==> src/rtl/tfd_gather_pkg.sv <==
package tfd_gather_pkg;

    typedef enum logic [2:0] {
        ST_IDLE,
        ST_FETCH,
        ST_CHECK,
        ST_EMIT,
        ST_RETIRE
    } gather_state_e;

    // Count field: low five bits of descriptor byte 3
    localparam int CNT_FIELD_W    = 5;
    localparam int CNT_FIELD_LSB  = 24;
    // Scatter entry geometry inside the descriptor
    localparam int ENT_FIRST_BYTE = 4;
    localparam int ENT_BYTES      = 6;

endpackage

==> src/rtl/tfd_desc_store.sv <==
module tfd_desc_store #(
    parameter int WORDS = 32,
    parameter int IW    = $clog2(WORDS)
) (
    input  logic                 clk,
    input  logic                 rst_n,
    input  logic                 wr_en,
    input  logic [IW-1:0]        wr_sel,
    input  logic [31:0]          wr_data,
    output logic [WORDS*32-1:0]  flat
);

    for (genvar g = 0; g < WORDS; g++) begin : g_word
        logic [31:0] word_q;

        always_ff @(posedge clk or negedge rst_n) begin
            if (!rst_n) begin
                word_q <= '0;
            end else if (wr_en && (wr_sel == IW'(g))) begin
                word_q <= wr_data;
            end
        end

        assign flat[g*32 +: 32] = word_q;
    end

endmodule

==> src/rtl/tfd_entry_mux.sv <==
module tfd_entry_mux
    import tfd_gather_pkg::*;
#(
    parameter int DESC_BITS = 1024,
    parameter int MAX_ENT   = 20,
    parameter int SEL_W     = 5,
    parameter int AW        = 36,
    parameter int LW        = 12
) (
    input  logic [DESC_BITS-1:0]   flat,
    input  logic [SEL_W-1:0]       sel,
    output logic [AW-1:0]          ent_addr,
    output logic [LW-1:0]          ent_len,
    output logic [CNT_FIELD_W-1:0] cnt_field
);

    localparam int HI_W = AW - 32;

    logic [AW-1:0] addr_arr [MAX_ENT];
    logic [LW-1:0] len_arr  [MAX_ENT];

    for (genvar e = 0; e < MAX_ENT; e++) begin : g_ent
        localparam int OFS = 8 * (ENT_FIRST_BYTE + ENT_BYTES * e);
        logic [15:0] hw;
        assign hw          = flat[OFS + 32 +: 16];
        assign addr_arr[e] = {hw[HI_W-1:0], flat[OFS +: 32]};
        assign len_arr[e]  = hw[15 -: LW];
    end

    always_comb begin
        ent_addr = '0;
        ent_len  = '0;
        for (int i = 0; i < MAX_ENT; i++) begin
            if (sel == SEL_W'(i)) begin
                ent_addr = addr_arr[i];
                ent_len  = len_arr[i];
            end
        end
    end

    assign cnt_field = flat[CNT_FIELD_LSB +: CNT_FIELD_W];

endmodule

==> src/rtl/tfd_gather_top.sv <==
module tfd_gather_top
    import tfd_gather_pkg::*;
#(
    parameter int AW         = 36,
    parameter int IDX_W      = 8,
    parameter int DESC_BYTES = 128,
    parameter int MAX_ENT    = 20,
    parameter int LW         = 12,
    parameter int MAX_FRAME  = 8192,
    parameter int BASE_LSB   = 8
) (
    input  logic                 clk,
    input  logic                 rst_n,
    input  logic [AW-BASE_LSB-1:0] ring_base,
    input  logic [IDX_W-1:0]     wr_idx,
    output logic [IDX_W-1:0]     rd_idx,
    output logic                 mem_req,
    output logic [AW-1:0]        mem_addr,
    input  logic [31:0]          mem_rdata,
    output logic                 req_valid,
    input  logic                 req_ready,
    output logic [AW-1:0]        req_addr,
    output logic [LW-1:0]        req_len,
    output logic                 req_sof,
    output logic                 req_eof,
    output logic                 err_count,
    output logic                 err_frame
);

    localparam int WORDS   = DESC_BYTES / 4;
    localparam int WIW     = $clog2(WORDS);
    localparam int DESC_SH = $clog2(DESC_BYTES);
    localparam int EW      = $clog2(MAX_ENT + 1);
    localparam int SW      = $clog2(MAX_FRAME + 1) + 1;

    gather_state_e state_q, state_d;

    logic [IDX_W-1:0]       rd_q;
    logic [WIW-1:0]         wcnt_q;
    logic                   cap_vld_q;
    logic [WIW-1:0]         cap_sel_q;
    logic [EW-1:0]          ent_q;
    logic [EW-1:0]          nent_q;
    logic [SW-1:0]          sum_q;

    logic [WORDS*32-1:0]    desc_flat;
    logic [AW-1:0]          ent_addr;
    logic [LW-1:0]          ent_len;
    logic [CNT_FIELD_W-1:0] cnt_field;

    logic [SW-1:0]          sum_nxt;
    logic                   over;
    logic                   bad_cnt;
    logic                   last_ent;

    // Descriptor capture buffer, written one cycle after each read
    tfd_desc_store #(
        .WORDS (WORDS),
        .IW    (WIW)
    ) store_i (
        .clk     (clk),
        .rst_n   (rst_n),
        .wr_en   (cap_vld_q),
        .wr_sel  (cap_sel_q),
        .wr_data (mem_rdata),
        .flat    (desc_flat)
    );

    // Scatter entry decode and selection
    tfd_entry_mux #(
        .DESC_BITS (WORDS * 32),
        .MAX_ENT   (MAX_ENT),
        .SEL_W     (EW),
        .AW        (AW),
        .LW        (LW)
    ) mux_i (
        .flat      (desc_flat),
        .sel       (ent_q),
        .ent_addr  (ent_addr),
        .ent_len   (ent_len),
        .cnt_field (cnt_field)
    );

    assign sum_nxt  = sum_q + SW'(ent_len);
    assign over     = (sum_nxt > SW'(MAX_FRAME));
    assign bad_cnt  = (cnt_field == '0) || (cnt_field > CNT_FIELD_W'(MAX_ENT));
    assign last_ent = (ent_q == (nent_q - EW'(1)));
    assign rd_idx   = rd_q;

    // State register
    always_ff @(posedge clk or negedge rst_n) begin
        if (!rst_n) begin
            state_q <= ST_IDLE;
        end else begin
            state_q <= state_d;
        end
    end

    // Next-state logic
    always_comb begin
        state_d = state_q;
        unique case (state_q)
            ST_IDLE: begin
                if (rd_q != wr_idx) state_d = ST_FETCH;
            end
            ST_FETCH: begin
                if (wcnt_q == WIW'(WORDS - 1)) state_d = ST_CHECK;
            end
            ST_CHECK: begin
                state_d = bad_cnt ? ST_RETIRE : ST_EMIT;
            end
            ST_EMIT: begin
                if (over) state_d = ST_RETIRE;
                else if (req_ready && last_ent) state_d = ST_RETIRE;
            end
            ST_RETIRE: begin
                state_d = ST_IDLE;
            end
            default: state_d = ST_IDLE;
        endcase
    end

    // Outputs
    always_comb begin
        mem_req   = 1'b0;
        req_valid = 1'b0;
        err_count = 1'b0;
        err_frame = 1'b0;
        mem_addr  = {ring_base, {BASE_LSB{1'b0}}}
                  + (AW'(rd_q) << DESC_SH)
                  + (AW'(wcnt_q) << 2);
        req_addr  = ent_addr;
        req_len   = ent_len;
        req_sof   = (ent_q == '0);
        req_eof   = last_ent;
        unique case (state_q)
            ST_IDLE:   ;
            ST_FETCH:  mem_req = 1'b1;
            ST_CHECK:  err_count = bad_cnt;
            ST_EMIT: begin
                req_valid = !over;
                err_frame = over;
            end
            ST_RETIRE: ;
            default:   ;
        endcase
    end

    // Datapath registers
    always_ff @(posedge clk or negedge rst_n) begin
        if (!rst_n) begin
            rd_q      <= '0;
            wcnt_q    <= '0;
            cap_vld_q <= 1'b0;
            cap_sel_q <= '0;
            ent_q     <= '0;
            nent_q    <= '0;
            sum_q     <= '0;
        end else begin
            cap_vld_q <= (state_q == ST_FETCH);
            cap_sel_q <= wcnt_q;
            case (state_q)
                ST_IDLE:  wcnt_q <= '0;
                ST_FETCH: wcnt_q <= wcnt_q + WIW'(1);
                ST_CHECK: begin
                    nent_q <= EW'(cnt_field);
                    ent_q  <= '0;
                    sum_q  <= '0;
                end
                ST_EMIT: begin
                    if (!over && req_ready) begin
                        ent_q <= ent_q + EW'(1);
                        sum_q <= sum_nxt;
                    end
                end
                ST_RETIRE: rd_q <= rd_q + IDX_W'(1);
                default: ;
            endcase
        end
    end

endmodule

==> config.mk <==
export PLATFORM = sky130hd
export DESIGN_NAME = tfd_gather_top
export DESIGN_NICKNAME = d
export VERILOG_FILES = /design/src/rtl/tfd_gather_pkg.sv /design/src/rtl/tfd_desc_store.sv /design/src/rtl/tfd_entry_mux.sv /design/src/rtl/tfd_gather_top.sv
export SDC_FILE = /design/constraint.sdc
export NUM_CORES = 2
export LEC_CHECK = 0
export ABC_CLOCK_PERIOD_IN_PS = 21900
export BUFFER_PORTS_ARGS = -buffer_cell sky130_fd_sc_hd__buf_4
export CAP_MARGIN = 5
export CORE_MARGIN = 3
export CORE_UTILIZATION = 30
export DETAILED_ROUTE_END_ITERATION = 6
export GPL_TIMING_DRIVEN = 0
export PLACE_DENSITY = 0.45
export RECOVER_POWER = 50
export SYNTH_ARGS = -nofsm -noshare
export SYNTH_HDL_FRONTEND = slang
export SYNTH_SLANG_ARGS = --single-unit
==> constraint.sdc <==
create_clock -name clk -period 21.9 [get_ports clk]
set_clock_uncertainty 0.15 [all_clocks]
set_input_delay 4.38 -clock clk [delete_from_list [all_inputs] [get_ports clk]]
set_output_delay 4.38 -clock clk [all_outputs]
set_load 0.01 [all_outputs]
==> results.sh <==
export IMPL_status="finished, violations left"
export IMPL_failed_checks="capacitance limit, slew limit"
export IMPL_clkTransAtPathRegs_ns=0.06
export IMPL_power_density_nw_per_um2=170.2
export IMPL_max_cap_violations=13
export IMPL_wl_per_cell_um=35.00
export IMPL_r2r_cells=23
export IMPL_fp_dieW_um=404.8
export IMPL_start_kind="flip-flop"
export IMPL_area_delta_synth_final_pct=16.36
export IMPL_worstHoldPathType="flip-flop to flip-flop"
export IMPL_holdPathStages=0
export IMPL_synth_area_um2=47700
export IMPL_holdBufCountCts=0
export IMPL_drc=0
export IMPL_worst_slew_pin_slew_ns=7.283
export IMPL_dr_wl_met2_mm=99.87
export IMPL_async_reset_ff_share_pct=100.0
export IMPL_tns_ns=0
export IMPL_yosysWarnings=0
export IMPL_nets=4352
export IMPL_final_setup_viol_count=0
export IMPL_power_leakage_nw=23.90
export IMPL_synth_avg_cell_area_um2=12.02
export IMPL_cts_root_buf="clkbuf_16"
export IMPL_htree_num_levels=3
export IMPL_slew_viol_final=575
export IMPL_hold_violations=0
export IMPL_coreArea_um2=157100
export IMPL_synth_cells=3969
export IMPL_cts_tree="built"
export IMPL_clock_latency_ns=0.76
export IMPL_synth_top_area_share_pct=53.09
export IMPL_crit_type="flip-flop to primary output"
export IMPL_m1WireLength_mm=99.71
export IMPL_wl_met3_mm=16.06
export IMPL_die_area_um2=163800
export IMPL_vias=37000
export IMPL_routed_top_layer="met4"
export IMPL_cts_resized_gates=0
export IMPL_port_buffers=139
export IMPL_dp_hpwl_mm=163.7
export IMPL_placed_cells=6189
export IMPL_final_util_pct=35.33
export IMPL_first_global_vias=35810
export IMPL_crit_path_end_kind="primary output"
export IMPL_yosysUniqueCellTypes=75
export IMPL_vdd_drop_max_mv=0.1005
export IMPL_cts_buffer_depth=3
export IMPL_place_ws_ns=7.432
export IMPL_first_pass_iters=6
export IMPL_ys_ff_latch=1012
export IMPL_drt_iter0_markers=4222
export IMPL_ys_seq_area_share_pct=53.09
export IMPL_grt_setup_unrepaired="no"
export IMPL_synth_largest_area_cell="dfrtp_1"
export IMPL_wl_mm=224.9
export IMPL_fin_ws_ns=6.592
export IMPL_die_y_um=404.8
export IMPL_hold_ws_ns=0.3190
export IMPL_initial_utilization_pct=30.36
export IMPL_gp_congestion=0.9328
export IMPL_synth_edff_count=0
export IMPL_yosys_most_used_dff="dfrtp_1"
export IMPL_clock_sinks=1012
export IMPL_crit_required_ns=17.37
export IMPL_grt_max_degree=165
export IMPL_cts_made_buffers=114
export IMPL_crit_path_max_fanout=10
export IMPL_drive_gt1_share_pct=30.29
export IMPL_grt_ovfl_total=0
export IMPL_fin_cells=6425
export IMPL_io_pins=169
export IMPL_grt_pass1_wl_mm=307.2
export IMPL_cts_setup_buffers=0
export IMPL_synth_area_leaders="dfrtp_1 (53%), mux2_2 (23%), clkbuf_1 (2.5%)"
export IMPL_antenna_found_initial=24
export IMPL_grt_total_usage_pct=26.98
export IMPL_finalCritPeriodShare_pct=69.90
export IMPL_slew_headroom_pct=-385.5
export IMPL_max_freq_mhz=65.33
export IMPL_viasPerCell=5.759
export IMPL_detail_route_antenna_nets=0
export IMPL_rows=145
export IMPL_fin_crit_ns=15.31
export IMPL_critical_path_arrival_ns=10.78
-- cell usage in the layout, fill, tap and decap left out, types with 16 or more instances in the layout --
master / n
nor3_1: 40
diode_2: 22
clkbuf_16: 116
and3_1: 21
a22oi_1: 39
o211ai_1: 46
mux2_2: 965
inv_1: 29
o221ai_1: 57
nand3_1: 70
o22ai_1: 75
clkinv_2: 17
clkbuf_8: 31
a32oi_1: 16
a221o_1: 34
a211oi_1: 33
xnor2_1: 33
nor2_1: 172
a21oi_1: 153
clkbuf_1: 368
buf_4: 145
nand2_1: 203
o21ai_0: 160
o22a_1: 16
xor2_1: 19
nand4_1: 21
ha_1: 29
a221oi_1: 84
buf_1: 55
dfrtp_1: 1012
a31oi_1: 31
-- worst paths after layout --
check | slack [ns] | start | to
hold reg to reg | 0.32 | wcnt_q[4] | cap_sel_q[4]
min in group asynchronous | 5.60 | rst_n | store_i.g_word[30].word_q[27]
max in group asynchronous | 6.82 | rst_n | store_i.g_word[9].word_q[29]
setup / recovery | 6.59 | ent_q[1] | req_valid
setup reg to reg | 11.47 | ent_q[1] | ent_q[4]
hold / removal | 0.32 | wcnt_q[4] | cap_sel_q[4]
-- synthesized netlist by cell type, drive strengths merged, types with 10 or more instances --
master and count:
o22a 16, nand3 70, o2111ai 14, buf 61, ha 29, o22ai 75, a211oi 33, a211o 10
and3 21, nor3 42, xor2 19, mux2 965, o21ai 161, a21oi 153, a221oi 84, nand2b 13
a22oi 39, o221ai 57, nand2 203, a31oi 31, nor2 173, a2111oi 12, inv 29, nor2b 11
clkbuf 320, a221o 34, nand4 22, dfrtp 1012, xnor2 33, o211ai 46, a32oi 16
-- through the flow --
stage | power (mW) | instance area, µm²
finish | 9.447 | 55510
CTS | 9.368 | 55590
global route | 9.840 | 55460
detailed placement | 7.358 | 51740
global placement | 7.295 | 51330
floorplan | 5.289 | 47710
-- sequential cells by signal, summed over array words and instances (netlist names) --
signal,flops
store_i.g_word.word_q,965
state_q,3
rd_idx,8
wcnt_q,5
sum_q,15
cap_vld_q,1
nent_q,5
ent_q,5
cap_sel_q,5
-- critical path, cell delays in order, from the launching register on --
cell and delay (ns):
dfrtp_1 0.44, inv_1 0.13, ha_1 0.15, clkbuf_1 0.54
clkbuf_1 0.82, clkbuf_1 0.77, nand4b_1 0.89, nand2_1 0.51
clkbuf_1 0.65, o22ai_1 0.18, nand2_1 0.11, o2111ai_1 0.26
a31oi_1 0.97, ha_1 0.46, a21o_1 0.21, a211o_1 0.32
a2111o_1 0.43, or4_1 0.53, or4_4 0.53, o41ai_4 0.50
buf_4 0.29, and3_1 0.19, buf_4 0.12
-- where the power goes --
part           internal, mW  total, mW  switching (mW)
logic                  1.70       4.54            2.85
clock network          1.15       2.01           0.857
registers              2.51       2.90           0.380
total                  5.36       9.45            4.08
-- final cells by class --
type,count,area (µm²)
repair buffers,164,1274
inverters,31,116.4
clock buffers,181,3457
clock inverters,30,396.6
fillers,15760,101600
plain buffers,381,1476
flip-flops and latches,1012,25320
multi-input cells,2546,20840
diodes,22,55.05
well taps,2058,2575
-- cells by family after synthesis --
family          Yosys count  share of synthesized area [%]
compound gates          860                          12.58
xor+xnor                 52                         0.9547
fa+ha+maj                31                         0.8446
buf+inv                 412                          3.339
flops                  1012                          53.09
mux                     968                          22.84
other cells               1                       0.007861
simple gates            633                          6.350
-- layer usage --
layer  GRT usage, %  vias up
li1               -    15340
met1          38.22    19750
met2          41.04     1596
met3          4.876      318
met4          10.06        0
met5              0        -
Power figures use the tool's default switching activity.
